`config.mk`:
```
export PLATFORM = sky130hd
export DESIGN_NAME = dbg_ctl_reg
export DESIGN_NICKNAME = d
export VERILOG_FILES = /design/src/rtl/dbg_ctl_reg.sv
export SDC_FILE = /design/constraint.sdc
export NUM_CORES = 1
export LEC_CHECK = 0
export CAP_MARGIN = 20
export CORE_MARGIN = 4
export CORE_UTILIZATION = 35
export DETAILED_ROUTE_END_ITERATION = 7
export PLACE_DENSITY = 0.76
export SLEW_MARGIN = 20
export SYNTH_ARGS = -nofsm -noshare
export SYNTH_HDL_FRONTEND = slang
export SYNTH_SLANG_ARGS = --single-unit
```
`constraint.sdc`:
```
create_clock -name clk -period 1.49 [get_ports clk]
set_input_delay 0.149 -clock clk [delete_from_list [all_inputs] [get_ports clk]]
set_output_delay 0.149 -clock clk [all_outputs]
set_load 0.005 [all_outputs]
```
`src/rtl/dbg_ctl_reg.sv`:
```
module dbg_ctl_reg #(
  parameter int         RST_CYCLES = 16,
  parameter logic [7:0] ACK_CODE   = 8'hFF
) (
  input  logic       clk,
  input  logic       rst_n,
  input  logic       wr_en,
  input  logic [7:0] wr_data,
  output logic [7:0] rd_data,
  input  logic       rd_prot,
  input  logic       brk_strobe,
  output logic       brk_nop,
  output logic       halt,
  output logic       ack_req,
  output logic [7:0] ack_byte,
  input  logic       tx_ready,
  output logic       sys_rst
);
  localparam int CW = (RST_CYCLES > 2) ? $clog2(RST_CYCLES) : 1;
  localparam logic [CW-1:0] LAST = CW'(RST_CYCLES - 1);

  logic dbg_q, bpen_q, acken_q, rst_q, ack_q;
  logic [CW-1:0] cnt_q;
  logic taken;

  assign taken = brk_strobe & bpen_q;

  always_ff @(posedge clk or negedge rst_n) begin
    if (!rst_n) begin
      dbg_q   <= 1'b0;
      bpen_q  <= 1'b0;
      acken_q <= 1'b0;
      rst_q   <= 1'b0;
      ack_q   <= 1'b0;
      cnt_q   <= '0;
    end else begin
      if (taken)
        dbg_q <= 1'b1;
      else if (wr_en && (wr_data[7] || !rd_prot))
        dbg_q <= wr_data[7];

      if (wr_en) begin
        bpen_q  <= wr_data[6];
        acken_q <= wr_data[5];
      end

      if (rst_q) begin
        if (cnt_q == LAST) rst_q <= 1'b0;
        else               cnt_q <= cnt_q + 1'b1;
      end else if (wr_en && wr_data[0]) begin
        rst_q <= 1'b1;
        cnt_q <= '0;
      end

      if (taken && acken_q) ack_q <= 1'b1;
      else if (tx_ready)    ack_q <= 1'b0;
    end
  end

  assign rd_data  = {dbg_q, bpen_q, acken_q, 4'b0000, rst_q};
  assign halt     = dbg_q;
  assign brk_nop  = ~bpen_q;
  assign ack_req  = ack_q;
  assign ack_byte = ACK_CODE;
  assign sys_rst  = rst_q;
endmodule

```
==> results of run 1 <==
cells in the mapped netlist, drive strengths merged:
library cell / count / area (µm²)
nand2: 5 / 18.77
conb: 2 / 7.510
nor3: 1 / 5.000
and3b: 1 / 8.760
mux2i: 3 / 30.03
mux2: 1 / 11.26
ha: 1 / 12.51
a21o: 1 / 7.510
o2bb2ai: 1 / 15.01
and4b: 1 / 11.26
buf: 17 / 131.4
nand3: 3 / 15.01
o21ai: 3 / 15.01
xnor2: 2 / 17.52
a21oi: 1 / 5.000
inv: 4 / 15.01
dfrtp: 9 / 225.2
a22oi: 1 / 7.510
cell type report:
type / instances / area (µm²)
clock buffers: 4 / 26.28
fillers: 149 / 817.0
repair buffers: 18 / 177.7
flip-flops and latches: 9 / 225.2
multi-input cells: 37 / 225.2
well taps: 16 / 20.02
inverters: 4 / 15.01
sequential cells by signal, indices dropped and copies added, names as in the netlist:
| name | flops |
|---|---|
| ack_req | 1 |
| acken_q | 1 |
| bpen_q | 1 |
| cnt_q | 4 |
| halt | 1 |
| sys_rst | 1 |
report_power, final:
part	leakage, µW	switching (µW)	internal (µW)
clock network	0.0000150	82.9	103
logic	0.000214	166	242
registers	0.000106	72.7	326
total	0.000335	321	671
per-stage QoR:
step | utilization | power, µW
after global placement | 0.4402 | 791.9
after global routing | 0.4576 | 1078
after detailed placement | 0.4402 | 811.5
after CTS | 0.4576 | 1006
after floorplan | - | 712.1
final | 0.4576 | 992.2
worst max-delay path, cell delays in order (launching register included):
cell             delay [ns]
dfrtp_1                0.40
inv_1                  0.09
clkdlybuf4s50_1        0.51
per-layer routing:
layer  GRT usage  vias to the layer above  part of all wire
li1            -                      189                 -
met1     0.09481                      193              0.41
met2      0.1372                       16              0.49
met3     0.05639                        0              0.10
met4     0.01613                        0                 0
met5           0                        -                 0
kinds of logic (layout without fill, tap and decap cells):
kind of cell               after synthesis  after routing
adders and majority gates                1              1
and+or+nand+nor                         11             11
other                                    2             12
AOI/OAI and AO/OA                        7              7
muxes                                    4              4
DFF                                      9              9
buffers and inverters                   21             26
xor gates and xnor gates                 2              2
worst paths after layout:
kind,start,endpoint,slack (ns)
min in group clk,tx_ready,ack_req,0.46
setup reg to reg,cnt_q[0],cnt_q[1],0.26
setup / recovery,bpen_q,brk_nop,0.09
hold / removal,rst_n,sys_rst,0.18
hold reg to reg,ack_req,ack_req,0.53
max in group asynchronous,rst_n,cnt_q[1],1.02
==> results.json, run 1 <==
{
  "p_leak_uw": 0.0003354,
  "port-buffer-count": 17,
  "synth_seq_area_share": 0.4027,
  "cellPowerDensity_nw_per_um2": 1439,
  "area_growth_syn_to_layout_pct": 23.27,
  "path_clk_slew_ns": 0.06,
  "cts-buffers-inserted": 3,
  "synth-xor-area-share": 0.03132,
  "synth-adder-area-share": 0.02237,
  "path_max_fanout": 4,
  "endpoint_kind": "output port",
  "track_usage": 0.08524,
  "layout_setup_ws_ns": 0.09073,
  "viasPerCell": 4.523,
  "synth_cells": 57,
  "routed_wl_um": 934,
  "grt_pass1_wl_um": 1331,
  "ctsHoldBuffers": 0,
  "drive_above_1_share": 0.09722,
  "hold_violations": 0,
  "cts.sinks": 9,
  "r2r.worst_path.cells": 4,
  "diodes": 0,
  "die_h_um": 47.98,
  "antenna_found_initial": 0,
  "ioPinCount": 34,
  "mappedNetlistArea_um2": 559.3,
  "die_w_um": 47.98,
  "worstPathRequired_ns": 1.34,
  "ir_drop_uv": 629.1,
  "cts_tree": "built",
  "grt_pass1_vias": 331,
  "core-area_um2": 1506,
  "start_kind": "flop",
  "synth.avg_cell_area_um2": 9.812,
  "overflow": 0,
  "hp-class": "in2async",
  "outcome": "finished, final reports clean",
  "clock_latency_ns": 0.26,
  "fmax_mhz": 714.7,
  "cp.arrival_ns": 1.25,
  "finalCritPeriodShare": 0.9391,
  "final_cell_mix": "clkdlybuf4s50_1 (17), conb_1 (12), dfrtp_1 (9)",
  "slew_viol_final": 0,
  "fin_tns_setup_ns": 0,
  "ctsResizeCount": 0,
  "layout.nets": 88,
  "final_cell_area_um2": 689.4,
  "synth_top_family_by_area": "buffers and inverters",
  "ys_types": 19,
  "setup_viol": 0,
  "start_util": 0.3713,
  "drt-pass1-iter-count": 4,
  "hpwl_um": 777.7,
  "critical_path_class": "reg2out",
  "htree_levels": 1,
  "post_dp_cell_area_um2": 663.1,
  "grt_max_degree": 10,
  "yosys.area_share.simple": 0.1051,
  "rsz0062_at_grt": "no",
  "yosys_warnings": 0,
  "drt_iter0_drc": 2,
  "final_common_cell": "clkdlybuf4s50_1",
  "dp_cells": 84,
  "fin_worst_skew_ns": 0.004822,
  "pre_cts_ws_ns": 0.1913,
  "min_period_ns": 1.399,
  "hold_ws_ns": 0.1828,
  "vias": 398,
  "die_area_um2": 2302,
  "synth_compound_area_frac": 0.08949,
  "maxCapViolations": 0,
  "synth_mux_area_frac": 0.07383,
  "antenna_left": 0,
  "clk_path_buf_depth": 2,
  "final_cells": 88,
  "row_count": 14,
  "wl_per_cell_um": 10.61,
  "ys_seq_elements": 9,
  "cts_root_buf": "clkbuf_4",
  "place.gp.congestion": 0.6887,
  "postCtsSetupBuffers": 0,
  "drc": 0
}
(Power assumes the default switching activity.)
==> run 2, diff against run 1 <==
--- a/config.mk
+++ b/config.mk
@@ -10,6 +10,7 @@
 export CORE_UTILIZATION = 35
 export DETAILED_ROUTE_END_ITERATION = 7
 export PLACE_DENSITY = 0.76
+export SKIP_CTS_REPAIR_TIMING = 1
 export SLEW_MARGIN = 20
 export SYNTH_ARGS = -nofsm -noshare
 export SYNTH_HDL_FRONTEND = slang
==> results of run 2 <==
Final layout, timing and power as in run 1 (identical DEF).
==> run 3, diff against run 2 <==
--- a/config.mk
+++ b/config.mk
@@ -7,9 +7,9 @@
 export LEC_CHECK = 0
 export CAP_MARGIN = 20
 export CORE_MARGIN = 4
-export CORE_UTILIZATION = 35
+export CORE_UTILIZATION = 30
 export DETAILED_ROUTE_END_ITERATION = 7
-export PLACE_DENSITY = 0.76
+export PLACE_DENSITY = 0.67
 export SKIP_CTS_REPAIR_TIMING = 1
 export SLEW_MARGIN = 20
 export SYNTH_ARGS = -nofsm -noshare
==> constraint.sdc (replaced) <==
create_clock -name clk -period 1.37 [get_ports clk]
set_input_delay 0.137 -clock clk [delete_from_list [all_inputs] [get_ports clk]]
set_output_delay 0.137 -clock clk [all_outputs]
set_load 0.005 [all_outputs]
==> results.json, run 3 (same netlist as run 1, synthesis figures left out) <==
{
  "finalCritPeriodShare": 0.9531,
  "cts-buffers-inserted": 3,
  "area_growth_syn_to_layout_pct": 25.95,
  "drt-pass1-iter-count": 1,
  "die_w_um": 51.18,
  "die_h_um": 51.18,
  "track_usage": 0.08068,
  "drive_above_1_share": 0.1111,
  "grt_pass1_vias": 330,
  "place.gp.congestion": 0.6963,
  "cts_tree": "built",
  "cts_root_buf": "clkbuf_4",
  "dp_cells": 92,
  "largest_reg_flops": 4,
  "htree_levels": 1,
  "maxCapViolations": 0,
  "drt_iter0_drc": 0,
  "wl_per_cell_um": 9.804,
  "port-buffer-count": 17,
  "final_common_cell": "clkdlybuf4s50_1",
  "grt_max_degree": 10,
  "min_period_ns": 1.306,
  "cp.buffers_inverters": 1,
  "viasPerCell": 3.866,
  "layout.nets": 88,
  "cp.arrival_ns": 1.17,
  "grt_pass1_wl_um": 1442,
  "antenna_left": 0,
  "die_area_um2": 2619,
  "core-area_um2": 1745,
  "cts.sinks": 9,
  "path_clk_slew_ns": 0.06,
  "diodes": 0,
  "antenna_found_initial": 0,
  "slowest_stage": "clkdlybuf4s50_1",
  "critical_path_class": "reg2out",
  "fmax_mhz": 765.9,
  "total_power_uw": 1079,
  "drc": 0,
  "cellPowerDensity_nw_per_um2": 1532,
  "outcome": "finished, final reports clean",
  "row_count": 15,
  "final_cells": 97,
  "endpoint_kind": "output port",
  "path_max_fanout": 4,
  "start_util": 0.3204,
  "crit_chain": "clkdlybuf4s50_1",
  "clock_latency_ns": 0.26,
  "routed_wl_um": 951,
  "hpwl_um": 775.2,
  "final_cell_mix": "clkdlybuf4s50_1 (16), conb_1 (12), dfrtp_1 (8)",
  "hold_violations": 0,
  "p_leak_uw": 0.0003419,
  "slew_viol_final": 0,
  "overflow": 0,
  "clk_path_buf_depth": 2,
  "rsz0062_at_grt": "no",
  "max_flop_register": "cnt_q",
  "setup_viol": 0,
  "final_util": 0.4036,
  "hp-class": "in2async",
  "crit_family": "buffers and inverters",
  "ir_drop_uv": 615.0,
  "n_fill_cell": 181,
  "slowest_delay_ns": 0.52,
  "worstPathRequired_ns": 1.23,
  "ioPinCount": 34,
  "vias": 375,
  "start_kind": "flop",
  "fin_worst_skew_ns": 0.0003669
}
[run 3: worst paths after layout]
| path | slack [ns] | start | to | cells after the start |
|---|---|---|---|---|
| worst min-delay path | 0.17 | rst_n | cnt_q[3] | 1 |
| worst max-delay path | 0.06 | bpen_q | rd_data[6] | 1 |
| min in group clk | 0.43 | tx_ready | ack_req | 2 |
| worst min register to register | 0.52 | ack_req | ack_req | 2 |
| max in group asynchronous | 0.90 | rst_n | sys_rst | 1 |
| worst max register to register | 0.16 | cnt_q[0] | cnt_q[1] | 4 |
[run 3: layout make-up]
type	count	area [µm²]	area share
sequential	9	226.5	0.3215
multi-input combinational	37	225.2	0.3197
timing repair buffer	18	180.2	0.2558
tap	25	31.28	0.04440
clock buffer	4	26.28	0.03730
inverter	4	15.01	0.02131
[run 3: routing by layer]
metal / vias to the layer above / GRT usage / wire length (µm)
li1: 188 / - / -
met1: 169 / 0.08719 / 364
met2: 15 / 0.1094 / 462
met3: 3 / 0.05831 / 108
met4: 0 / 0.05381 / 16
met5: - / 0 / 0
[run 3: stage by stage]
step | area [µm²] | hold WS [ns] | setup TNS (ns) | setup slack [ns]
6_report | 704.4 | 0.1655 | 0 | 0.06428
5_1_grt | 704.4 | 0.1788 | 0 | 0.02868
4_1_cts | 693.2 | 0.1700 | -0.3183 | -0.1524
3_5_place_dp | 666.9 | 0.4609 | 0 | 0.08543
3_3_place_gp | 666.9 | 0.4666 | 0 | 0.09885
2_1_floorplan | 596.8 | -0.1586 | 0 | 0.2455
[run 3: power breakdown]
group          total (µW)  switching (µW)  internal [µW]
combinational         438             176            262
clock                 204            91.6            112
sequential            438            81.2            356
total                1080             349            731
